===== src/rtl/pad_poller.sv =====
module pad_poller #(
  parameter int PHASE_CLKS = 4,
  parameter int WORD_W     = 16
) (
  input  logic              clk,
  input  logic              rst_n,
  input  logic              poll_en,
  input  logic              frame_tick,
  input  logic              man_latch_wr,
  input  logic              man_latch_val,
  input  logic              man_rd1,
  input  logic              man_rd2,
  input  logic              p1_d1,
  input  logic              p1_d2,
  input  logic              p2_d1,
  input  logic              p2_d2,
  output logic              latch_o,
  output logic              p1_clk_o,
  output logic              p2_clk_o,
  output logic              busy,
  output logic [WORD_W-1:0] word1,
  output logic [WORD_W-1:0] word2,
  output logic [WORD_W-1:0] word3,
  output logic [WORD_W-1:0] word4,
  output logic [7:0]        man1_q,
  output logic [7:0]        man2_q
);
  localparam int PW = (PHASE_CLKS > 1) ? $clog2(PHASE_CLKS) : 1;
  localparam int BW = (WORD_W > 1) ? $clog2(WORD_W) : 1;

  typedef enum logic [2:0] {S_IDLE, S_LATCH, S_LOW, S_HIGH, S_MLOW, S_MHIGH} st_t;

  st_t           st;
  logic [PW-1:0] ph;
  logic [BW-1:0] bc;
  logic          mport;
  logic          man_latch_q;
  logic [1:0]    m1, m2;

  wire ph_end = (ph == PW'(PHASE_CLKS - 1));

  assign busy     = (st == S_LATCH) || (st == S_LOW) || (st == S_HIGH);
  assign latch_o  = man_latch_q || (st == S_LATCH);
  assign p1_clk_o = !((st == S_LOW) || (st == S_MLOW && !mport));
  assign p2_clk_o = !((st == S_LOW) || (st == S_MLOW && mport));
  assign man1_q   = {6'b0, m1};
  assign man2_q   = {3'b0, 3'b111, m2};

  always_ff @(posedge clk) begin
    if (!rst_n) begin
      st          <= S_IDLE;
      ph          <= '0;
      bc          <= '0;
      mport       <= 1'b0;
      man_latch_q <= 1'b0;
      m1          <= '0;
      m2          <= '0;
      word1       <= '0;
      word2       <= '0;
      word3       <= '0;
      word4       <= '0;
    end else if (st == S_IDLE) begin
      ph <= '0;
      if (frame_tick && poll_en) begin
        st          <= S_LATCH;
        bc          <= '0;
        man_latch_q <= 1'b0;
      end else begin
        if (man_latch_wr) man_latch_q <= man_latch_val;
        if (man_rd1) begin
          st    <= S_MLOW;
          mport <= 1'b0;
        end else if (man_rd2) begin
          st    <= S_MLOW;
          mport <= 1'b1;
        end
      end
    end else begin
      ph <= ph_end ? '0 : ph + 1'b1;
      if (ph_end) begin
        case (st)
          S_LATCH: st <= S_LOW;
          S_LOW: begin
            word1 <= {word1[WORD_W-2:0], p1_d1};
            word2 <= {word2[WORD_W-2:0], p2_d1};
            word3 <= {word3[WORD_W-2:0], p1_d2};
            word4 <= {word4[WORD_W-2:0], p2_d2};
            st    <= S_HIGH;
          end
          S_HIGH: begin
            if (bc == BW'(WORD_W - 1)) st <= S_IDLE;
            else begin
              bc <= bc + 1'b1;
              st <= S_LOW;
            end
          end
          S_MLOW: begin
            if (mport) m2 <= {p2_d2, p2_d1};
            else       m1 <= {p1_d2, p1_d1};
            st <= S_MHIGH;
          end
          default: st <= S_IDLE;
        endcase
      end
    end
  end
endmodule



===== config.mk =====
export PLATFORM = sky130hd
export DESIGN_NAME = pad_poller
export DESIGN_NICKNAME = d
export VERILOG_FILES = /design/src/rtl/pad_poller.sv
export SDC_FILE = /design/constraint.sdc
export NUM_CORES = 1
export LEC_CHECK = 0
export ABC_AREA = 1
export ABC_CLOCK_PERIOD_IN_PS = 2120
export BUFFER_PORTS_ARGS = -buffer_cell sky130_fd_sc_hd__clkbuf_2
export CAP_MARGIN = 5
export CORE_MARGIN = 1
export CORE_UTILIZATION = 25
export DETAILED_ROUTE_END_ITERATION = 10
export PLACE_DENSITY_LB_ADDON = 0.25
export SLEW_MARGIN = 30
export SYNTH_ARGS = -nofsm -noshare
export SYNTH_HDL_FRONTEND = slang
export SYNTH_SLANG_ARGS = --single-unit

===== constraint.sdc =====
create_clock -name clk -period 2.12 [get_ports clk]
set_clock_uncertainty 0.15 [all_clocks]
set_input_delay 0.212 -clock clk [delete_from_list [all_inputs] [get_ports clk]]
set_output_delay 0.212 -clock clk [all_outputs]
set_load 0.1 [all_outputs]

==> impl_results.md, run 1 <==
* Result of the run: complete, no violations
* Worst max-slew margin expressed relative to the limit at a little over half
* Number of synthesized register bits at 79
* Commonest cells after routing, fill and taps aside: sky130_fd_sc_hd__nor2_1, sky130_fd_sc_hd__clkbuf_2, sky130_fd_sc_hd__dfxtp_1
* Die X-Extent at 114 microns
* Vias after detailed routing at approximately 2900
* Critical Path, Cell by Cell: inv_2, nand2_1, nor2_1, inv_1, o21ai_0, inv_1, buf_2
* Final weighted congestion in routability-driven placement at 0.780
* Final min period at 2.01 ns
* Hold EP: word2[0]
* Hpwl dp at slightly above 5000 microns
* Required arrival time at the worst endpoint at 1.76 ns
* Standard cell core area at between 10000 and 15000 sq um
* Post-Place Cell Area at 3620 sq um
* Buffers added on ports at 83
* Share of the cycle needed by the critical path after routing at 94.8%
* Max cap viols at 0
* Cell with the most instances on the worst path: sky130_fd_sc_hd__inv_1
* End of the worst register-to-register path: man_latch_q
* Count of standard-cell rows at 40
* Most frequent standard cell in the layout excluding fill and tap cells: sky130_fd_sc_hd__nor2_1
* Min-delay src: p2_d1
* Unrepaired setup endpoints after global routing: false
* Maximum VDD drop at ~350 uV
* Pin count of the biggest net entering global routing at 65
* Standard cell with the maximum stage delay on the critical path: sky130_fd_sc_hd__dfxtp_1
* Cell variety after synth at 25
* Die Ht at 114 microns
* Final instance area at 3980 sq um
* Capturing element type of the critical path: output pin
* Portion of synthesized cell area occupied by the leading cell type at 50.6%
* Clock tree root buffer cell: sky130_fd_sc_hd__clkbuf_16
* Critical path class: register to output pin
* Number of nets with antenna violations after routing at 0
* Worst-path clk slew at 0.06 ns
* Skew-Pair Late Insertion Delay at around 0.33 ns
* Share of final-layout standard cells stronger than drive strength 1 at 23.8%
* Number of DRC violations after detailed-routing iteration 0 at roughly 160
* Initial standard-cell utilization of the core at 25.8%
* Startpoint types: register
* Total power per unit cell area at 1120 nW/um^2
* Worst hold margin at 0.0291 ns
* Overall track demand over capacity in global routing at 12.3%
* Launch instance of the worst register-to-register path: st[0]
* YS warnings at 0
* DR WL/cell at 11.5 microns
* Die area at 13000 sq um
* Fmax at 497 MHz
* Ratio of routed vias to standard cells at between 4 and 5
* Post-synth top area cell: sky130_fd_sc_hd__dfxtp_1
* Post-route DRC at 0
* Final Slew Violations at 0
* I/O pins at between 90 and 100
* Post-Syn Area per Cell at 7.57 sq um
* Layout area overhead at 27.4%
* Via count of the first global-routing pass at between 2000 and 2500
* Transition time at the pin with the least slew margin at 0.691 ns
* Largest stage delay on the critical path at ~0.44 ns
* Worst R2R Setup Slack at 0.31 ns
* Wire length of the first global-routing pass at 12400 microns
* Arrival time worst endpoint at roughly 1.7 ns
* Synthesized instance count at 413
* Post-synthesis cell area at 3130 sq um
* Class of the tightest hold or removal check: input port to register
* Worst reg-to-reg path cell count at 6
* Initial antenna violation count at 0
* Leftover overflow at the end of global routing at 0
* Part of the Yosys area used for sequential elements at 50.6%
* Clock tree from TritonCTS: yes
* Overall power of the completed layout at approximately 0.0045 W
* Number of setup violations in the final report at 0
* Final TNS setup at 0 ns
* P_leak at 2.04 nW
* Endpoints failing hold at 0
* Buffers from clock root to sink, at most at 2
* Critical path fanouts, max at 6
* Pre-antenna DRT Iters at 4
* Number of H-tree levels at 3
* Post-Route Utilization at 32.9%
* Number of clock buffers inserted by TritonCTS at 9
* Number of cells on the worst hold path at 3
* Most area-consuming cells after synthesis: sky130_fd_sc_hd__dfxtp_1, sky130_fd_sc_hd__nor2_1, sky130_fd_sc_hd__o21ai_0
* # diodes at 0
* Number of nets at the end of the flow at slightly above 500
* Routed wire length at 7650 microns
* Clk sinks at 79
[sequential cells by signal (all words and copies together) (netlist names)]
name         flops
word1           16
word2           16
word3           16
word4           16
bc               4
st               3
m1               2
m2               2
ph               2
man_latch_q      1
mport            1
[kinds of logic (layout without fill, tap and decap cells)]
group | after synthesis | in the layout | share of synthesized area [%]
AND/OR/NAND/NOR | 193 | 193 | 24.9
AO/OA/AOI/OAI | 85 | 85 | 13.9
flip-flops | 79 | 79 | 50.6
buffers and inverters | 52 | 129 | 9.65
adder cells (fa/ha/maj) | 2 | 2 | 0.801
other | 2 | 12 | 0.240
[what timing repair did]
action	CTS	global route
endpoints found under the hold margin	3	0
setup endpoints to repair	0	2
hold buffers	4	0
buffers inserted	0	0
gates resized for setup	0	2
[layout make-up]
cell class	instances	area, sq um
fillers	1328	8130
clock inverters	7	96.3
repair buffers	94	508
multi-input cells	292	1290
well taps	168	210
clock buffers	9	225
flip-flops and latches	79	1580
inverters	19	71.3
[layer usage]
metal  up-vias  GRT usage, %  wire length [microns]
li1       1474             -                      -
met1      1304          15.7                   3720
met2        71          19.6                   3500
met3         5          3.67                    375
met4         0          4.42                     64
met5         -             0                      0
[synthesized netlist by cell type]
cell	number
sky130_fd_sc_hd__nand2_2	2
sky130_fd_sc_hd__nor2_2	2
sky130_fd_sc_hd__inv_1	14
sky130_fd_sc_hd__buf_2	6
sky130_fd_sc_hd__clkbuf_2	1
sky130_fd_sc_hd__dfxtp_1	79
sky130_fd_sc_hd__buf_6	7
sky130_fd_sc_hd__clkbuf_1	6
sky130_fd_sc_hd__nand4_1	6
sky130_fd_sc_hd__nand3_1	13
sky130_fd_sc_hd__nand2_1	28
sky130_fd_sc_hd__nand3_2	1
sky130_fd_sc_hd__a21oi_1	13
sky130_fd_sc_hd__nor2_1	139
sky130_fd_sc_hd__buf_4	12
sky130_fd_sc_hd__o21ai_0	38
sky130_fd_sc_hd__nor3b_1	1
sky130_fd_sc_hd__inv_2	5
sky130_fd_sc_hd__buf_1	1
sky130_fd_sc_hd__o21ai_2	1
sky130_fd_sc_hd__o21ai_1	32
sky130_fd_sc_hd__nor3_1	1
sky130_fd_sc_hd__a31o_2	1
sky130_fd_sc_hd__ha_1	2
sky130_fd_sc_hd__conb_1	2
[where the power goes]
group,switching (W),total [W],internal [W]
Sequential,0.0000765,0.00164,0.00157
Clock,0.000618,0.00165,0.00104
Combinational,0.000917,0.00116,0.000246
Total,0.00161,0.00446,0.00285
[worst max-delay path by stage]
stage                      from   endpoint  cells past startpoint
after floorplan           st[0]      st[1]                      6
after global placement    ph[0]   word1[4]                      7
after detailed placement  st[1]  word3[10]                      5
after CTS                 st[1]   p1_clk_o                      7
after global routing      st[1]   p1_clk_o                      7
final                     st[1]   p1_clk_o                      7
[worst max-delay path, delay by kind of cell, from the launching register on]
| family | cells | cell delay (ns) |
|---|---|---|
| flops | 1 | 0.44 |
| simple gates | 2 | 0.14 |
| buf+inv | 4 | 0.67 |
| compound gates | 1 | 0.09 |
[through the flow]
step | setup WS [ns] | instances
finish | 0.109 | 668
global route | 0.00852 | 668
CTS | 0.0440 | 668
detailed placement | 0.360 | 648
global placement | 0.406 | 648
floorplan | 0.111 | 423
Note: power is estimated with default switching activity, not from simulation.
==> run 2: changes to the inputs <==
--- a/config.mk
+++ b/config.mk
@@ -12,7 +12,7 @@
 export CORE_MARGIN = 1
 export CORE_UTILIZATION = 25
 export DETAILED_ROUTE_END_ITERATION = 10
-export PLACE_DENSITY_LB_ADDON = 0.25
+export PLACE_DENSITY = 0.52
 export SLEW_MARGIN = 30
 export SYNTH_ARGS = -nofsm -noshare
 export SYNTH_HDL_FRONTEND = slang
==> impl_results.md, run 2 (same netlist as run 1, synthesis figures left out) <==
* Standard cell with the maximum stage delay on the critical path: sky130_fd_sc_hd__dfxtp_1 (unchanged)
* Routed wire length at 7290 microns (was 7650 microns)
* Die Ht at 114 microns (unchanged)
* Commonest cells after routing, fill and taps aside: sky130_fd_sc_hd__nor2_1, sky130_fd_sc_hd__clkbuf_2, sky130_fd_sc_hd__dfxtp_1 (unchanged)
* Number of nets with antenna violations after routing at 0 (unchanged)
* Final weighted congestion in routability-driven placement at 0.717 (was 0.780)
* Startpoint types: register (unchanged)
* Count of standard-cell rows at 40 (unchanged)
* Ratio of routed vias to standard cells at 4.17 (was 4.27)
* Clk sinks at 79 (unchanged)
* DR WL/cell at 11.0 microns (was 11.5 microns)
* Initial standard-cell utilization of the core at 25.8% (unchanged)
* Pre-antenna DRT Iters at 4 (unchanged)
* Total area of multi-input combinational cells at 1290 sq um (unchanged)
* Layout area overhead at 27.1% (was 27.4%)
* Die area at 13000 sq um (unchanged)
* Endpoints failing hold at 0 (unchanged)
* Number of H-tree levels at 3 (unchanged)
* Die X-Extent at 114 microns (unchanged)
* Hpwl dp at 4850 microns (was 5140 microns)
* Via count of the first global-routing pass at 2406 (was 2466)
* Required arrival time at the worst endpoint at 1.76 ns (about the same)
* Result of the run: complete, no violations (unchanged)
* Final TNS setup at 0 ns (unchanged)
* Standard cell core area at 12100 sq um (unchanged)
* Combined flip-flop and latch cell area at 1580 sq um (unchanged)
* Most frequent standard cell in the layout excluding fill and tap cells: sky130_fd_sc_hd__nor2_1 (unchanged)
* Final min period at 1.98 ns (was 2.01 ns)
* Share of final-layout standard cells stronger than drive strength 1 at 23.6% (was 23.8%)
* Leftover overflow at the end of global routing at 0 (unchanged)
* Arrival time worst endpoint at 1.62 ns (was 1.65 ns)
* Pin count of the biggest net entering global routing at 65 (unchanged)
* End of the worst register-to-register path: word3[12] (was man_latch_q)
* Worst hold margin at 0.0141 ns (was 0.0291 ns)
* Overall track demand over capacity in global routing at 11.6% (was 12.3%)
* Buffers added on ports at 83 (unchanged)
* Wire length of the first global-routing pass at 11900 microns (was 12400 microns)
* Launch instance of the worst register-to-register path: st[1] (was st[0])
* Final instance area at 3970 sq um (was 3980 sq um)
* Post-Place Cell Area at 3630 sq um (was 3620 sq um)
* Number of cells on the worst hold path at 3 (unchanged)
* Clock tree root buffer cell: sky130_fd_sc_hd__clkbuf_16 (unchanged)
* Worst-path clk slew at 0.06 ns (about the same)
* Final Slew Violations at 0 (unchanged)
* Number of DRC violations after detailed-routing iteration 0 at 169 (was 163)
* I/O pins at 96 (unchanged)
* P_leak at 2.04 nW (about the same)
* Critical path class: register to output pin (unchanged)
* Fmax at 506 MHz (was 497 MHz)
* Skew-Pair Late Insertion Delay at 0.33 ns (about the same)
* Class of the tightest hold or removal check: input port to register (unchanged)
* Unrepaired setup endpoints after global routing: false (unchanged)
* Critical Path, Cell by Cell: inv_2, nand2_1, nor2_1, inv_1, o21ai_0, inv_1, buf_2 (unchanged)
* Vias after detailed routing at 2767 (was 2854)
* Worst Setup Slack, final at 0.142 ns (was 0.109 ns)
* Largest stage delay on the critical path at 0.44 ns (about the same)
* Clock tree from TritonCTS: yes (unchanged)
* Min-delay src: man_latch_val (was p2_d1)
* # diodes at 0 (unchanged)
* Buffers from clock root to sink, at most at 2 (unchanged)
* Placement-stage worst setup slack at 0.333 ns (was 0.360 ns)
* Post-route DRC at 0 (unchanged)
* Cell with the most instances on the worst path: sky130_fd_sc_hd__inv_1 (unchanged)
* Number of nets at the end of the flow at 505 (was 509)
* Worst R2R Setup Slack at 0.33 ns (was 0.31 ns)
* Hold EP: man_latch_q (was word2[0])
* Post-CTS Repair Setup Buffers at 0 (unchanged)
* Share of the cycle needed by the critical path after routing at 93.3% (was 94.8%)
* Worst max-slew margin expressed relative to the limit at 57.1% (was 53.9%)
* Capturing element type of the critical path: output pin (unchanged)
* Maximum VDD drop at 381 uV (was 354 uV)
* Number of clock buffers inserted by TritonCTS at 9 (unchanged)
* Worst reg-to-reg path cell count at 5 (was 6)
* Critical path fanouts, max at 6 (unchanged)
* Total power per unit cell area at 1130 nW/um^2 (was 1120 nW/um^2)
* Total of fill cells in the finished design at 1315 (was 1328)
* Post-Route Utilization at 32.8% (was 32.9%)
* Number of setup violations in the final report at 0 (unchanged)
* Transition time at the pin with the least slew margin at 0.644 ns (was 0.691 ns)
* Initial antenna violation count at 0 (unchanged)
* Max cap viols at 0 (unchanged)
-- run 2: cell types whose count changed in the layout (fill, tap and decap cells not counted), sizes merged --
cell	previous run	this run
inv	20	19
clkbuf	90	94
dlygate4sd3	4	1
clkinv	4	1
buf	9	7
-- run 2: what timing repair did --
item / in CTS / in global routing
endpoints found under the hold margin: 1 / 0
endpoints found under the setup margin: 0 / 2
resized for setup: 0 / 3
hold buffers: 1 / 0
-- run 2: where the power goes --
group | internal (W) | total, W | switching [W]
Sequential | 0.00157 | 0.00164 | 0.0000732
Clock | 0.00112 | 0.00168 | 0.000566
Combinational | 0.000247 | 0.00115 | 0.000904
-- run 2: layout make-up --
type / count / area share [%]
sequential: 79 / 39.8
multi-input combinational: 292 / 32.5
tap: 168 / 5.29
clock buffer: 12 / 6.71
timing repair buffer: 90 / 12.2
inverter: 19 / 1.86
clock inverter: 3 / 1.64
-- run 2: worst max-delay path by stage --
| stage | from | cells past startpoint | slack (ns) | end |
|---|---|---|---|---|
| 3_5_place_dp | st[2] | 6 | 0.33 | word3[11] |
| 3_3_place_gp | st[0] | 6 | 0.22 | word2[13] |
| 2_1_floorplan | st[0] | 6 | 0.11 | st[1] |
| 6_report | st[1] | 7 | 0.14 | p1_clk_o |
| 5_1_grt | st[1] | 7 | 0.02 | p2_clk_o |
| 4_1_cts | st[1] | 7 | 0.08 | p2_clk_o |
-- run 2: critical path, delay by kind of cell (launching register included) --
family          cells  cell delay, ns
buf+inv             4            0.62
flops               1            0.44
compound gates      1            0.08
simple gates        2            0.15
-- run 2: per-layer routing --
metal	share of wire (%)	vias up	track usage (%)
met2	46	68	18.2
met5	0	-	0
met1	47	1230	14.7
met3	5.0	11	2.87
met4	2.1	0	6.49
li1	-	1458	-
-- run 2: through the flow --
stage / total power [W] / instances
floorplan: 0.00265 / 423
global placement: 0.00282 / 647
detailed placement: 0.00282 / 647
CTS: 0.00454 / 663
global route: 0.00471 / 663
finish: 0.00448 / 663
==> run 3: changes to the inputs <==
--- a/config.mk
+++ b/config.mk
@@ -13,6 +13,7 @@
 export CORE_UTILIZATION = 25
 export DETAILED_ROUTE_END_ITERATION = 10
 export PLACE_DENSITY = 0.52
+export RECOVER_POWER = 50
 export SLEW_MARGIN = 30
 export SYNTH_ARGS = -nofsm -noshare
 export SYNTH_HDL_FRONTEND = slang
==> impl_results.md, run 3 (same netlist as run 1, synthesis figures left out) <==
* Pin count of the biggest net entering global routing at 65 (unchanged)
* Layout area overhead at 26.6% (was 27.1%)
* Startpoint types: register (unchanged)
* Clock tree from TritonCTS: yes (unchanged)
* Standard cell core area at 12100 sq um (unchanged)
* Post-route DRC at 0 (unchanged)
* Final min period at 1.97 ns (was 1.98 ns)
* Ratio of routed vias to standard cells at 4.15 (was 4.17)
* Unrepaired setup endpoints after global routing: false (unchanged)
* Leftover overflow at the end of global routing at 0 (unchanged)
* Vias after detailed routing at 2754 (was 2767)
* Result of the run: complete, no violations (unchanged)
* I/O pins at 96 (unchanged)
* Wire length of the first global-routing pass at 11900 microns (unchanged)
* Clock tree root buffer cell: sky130_fd_sc_hd__clkbuf_16 (unchanged)
* Critical path class: register to output pin (unchanged)
* Total of fill cells in the finished design at 1323 (was 1315)
* Final weighted congestion in routability-driven placement at 0.717 (unchanged)
* Share of final-layout standard cells stronger than drive strength 1 at 22.2% (was 23.6%)
* Final TNS setup at 0 ns (unchanged)
* Maximum VDD drop at 380 uV (was 381 uV)
* Skew-Pair Late Insertion Delay at 0.33 ns (about the same)
* # diodes at 0 (unchanged)
* Initial antenna violation count at 0 (unchanged)
* Number of standard cells in the layout, taps in and fillers out at 663 (unchanged)
* Commonest cells after routing, fill and taps aside: sky130_fd_sc_hd__nor2_1, sky130_fd_sc_hd__dfxtp_1, sky130_fd_sc_hd__clkbuf_2 (was sky130_fd_sc_hd__nor2_1, sky130_fd_sc_hd__clkbuf_2, sky130_fd_sc_hd__dfxtp_1)
* Fmax at 506 MHz (about the same)
* Die X-Extent at 114 microns (unchanged)
* Arrival time worst endpoint at 1.61 ns (was 1.62 ns)
* Via count of the first global-routing pass at 2406 (unchanged)
* Clk sinks at 79 (unchanged)
* Most frequent standard cell in the layout excluding fill and tap cells: sky130_fd_sc_hd__nor2_1 (unchanged)
* Die Ht at 114 microns (unchanged)
* Overall track demand over capacity in global routing at 11.6% (unchanged)
* Post-CTS Repair Setup Buffers at 0 (unchanged)
* Pre-antenna DRT Iters at 4 (unchanged)
* Number of clock buffers inserted by TritonCTS at 9 (unchanged)
* Critical path fanouts, max at 6 (unchanged)
* Required arrival time at the worst endpoint at 1.76 ns (about the same)
* Number of nets at the end of the flow at 505 (unchanged)
* Final instance area at 3960 sq um (was 3970 sq um)
* Number of DRC violations after detailed-routing iteration 0 at 199 (was 169)
* Number of setup violations in the final report at 0 (unchanged)
* Worst hold margin at 0.0129 ns (was 0.0141 ns)
* Post-Place Cell Area at 3630 sq um (unchanged)
* Transition time at the pin with the least slew margin at 1.17 ns (was 0.644 ns)
* Endpoints failing hold at 0 (unchanged)
* Worst-path clk slew at 0.06 ns (about the same)
* Number of H-tree levels at 3 (unchanged)
* Total power per unit cell area at 1130 nW/um^2 (about the same)
* Max cap viols at 0 (unchanged)
* Worst max-slew margin expressed relative to the limit at 22.5% (was 57.1%)
* Class of the tightest hold or removal check: input port to register (unchanged)
* DR WL/cell at 11.0 microns (about the same)
* Routed wire length at 7280 microns (was 7290 microns)
* Total instance count after detailed placement at 647 (unchanged)
* Final Slew Violations at 0 (unchanged)
* Initial standard-cell utilization of the core at 25.8% (unchanged)
* Hpwl dp at 4850 microns (unchanged)
* Post-Route Utilization at 32.7% (was 32.8%)
* Die area at 13000 sq um (unchanged)
* Count of standard-cell rows at 40 (unchanged)
* Buffers added on ports at 83 (unchanged)
* Number of nets with antenna violations after routing at 0 (unchanged)
* Buffers from clock root to sink, at most at 2 (unchanged)
* Capturing element type of the critical path: output pin (unchanged)
* Share of the cycle needed by the critical path after routing at 93.1% (was 93.3%)
* P_leak at 2.03 nW (was 2.04 nW)
run 3: cell count changes in the layout (fill, tap and decap cells not counted):
cell	previous run	this run
sky130_fd_sc_hd__clkbuf_1	0	4
sky130_fd_sc_hd__clkbuf_2	81	78
sky130_fd_sc_hd__nand2_1	28	30
sky130_fd_sc_hd__nand2_2	2	0
sky130_fd_sc_hd__buf_4	5	4
sky130_fd_sc_hd__nor2_1	139	140
sky130_fd_sc_hd__nor2_2	1	0
run 3: per-stage QoR:
step	total power, W	setup slack, ns
3_3_place_gp	0.00282	0.221
6_report	0.00446	0.145
2_1_floorplan	0.00265	0.111
4_1_cts	0.00454	0.0829
5_1_grt	0.00469	0.0249
3_5_place_dp	0.00282	0.333
run 3: worst max-delay path: stages, from the launching register on:
cell and delay [ns]:
sky130_fd_sc_hd__dfxtp_1 0.43, sky130_fd_sc_hd__inv_2 0.08, sky130_fd_sc_hd__nand2_1 0.09, sky130_fd_sc_hd__nor2_1 0.05, sky130_fd_sc_hd__inv_1 0.07, sky130_fd_sc_hd__o21ai_0 0.08, sky130_fd_sc_hd__inv_1 0.05, sky130_fd_sc_hd__buf_2 0.41
run 3: what timing repair did:
item                       CTS  global route
setup endpoints to repair    0             2
resized for setup            0             3
hold endpoints to repair     1             0
hold buffers                 1             0
run 3: path summary, 6_finish.rpt:
kind | slack, ns | end | cells after the start | start
worst min-delay path | 0.01 | man_latch_q | 3 | man_latch_val
worst min register to register | 0.28 | ph[0] | 1 | ph[0]
worst max-delay path | 0.15 | p1_clk_o | 7 | st[1]
worst max register to register | 0.33 | word3[12] | 5 | st[1]
run 3: area by class of cell:
cell class | count | area (sq um) | area share [%]
Timing Repair Buffer | 90 | 478 | 12.1
Tap cell | 168 | 210 | 5.31
Sequential cell | 79 | 1580 | 40.0
Clock buffer | 12 | 267 | 6.74
Inverter | 19 | 73.8 | 1.87
Multi-Input combinational cell | 292 | 1280 | 32.4
Clock inverter | 3 | 65.1 | 1.64
run 3: report_power, final:
part	total (W)	switching [W]	leakage, nW	internal (W)
clock network	0.00168	0.000566	0.165	0.00112
registers	0.00164	0.0000731	0.638	0.00157
logic	0.00113	0.000898	1.22	0.000235
total	0.00446	0.00154	2.03	0.00292
run 3: layer usage:
layer | track usage, % | vias up | wire length [microns] | part of all wire (%)
met4 | 6.49 | 0 | 148 | 2.0
li1 | - | 1458 | - | -
met2 | 18.2 | 68 | 3320 | 46
met5 | 0 | - | 0 | 0
met1 | 14.7 | 1217 | 3450 | 47
met3 | 2.87 | 11 | 363 | 5.0
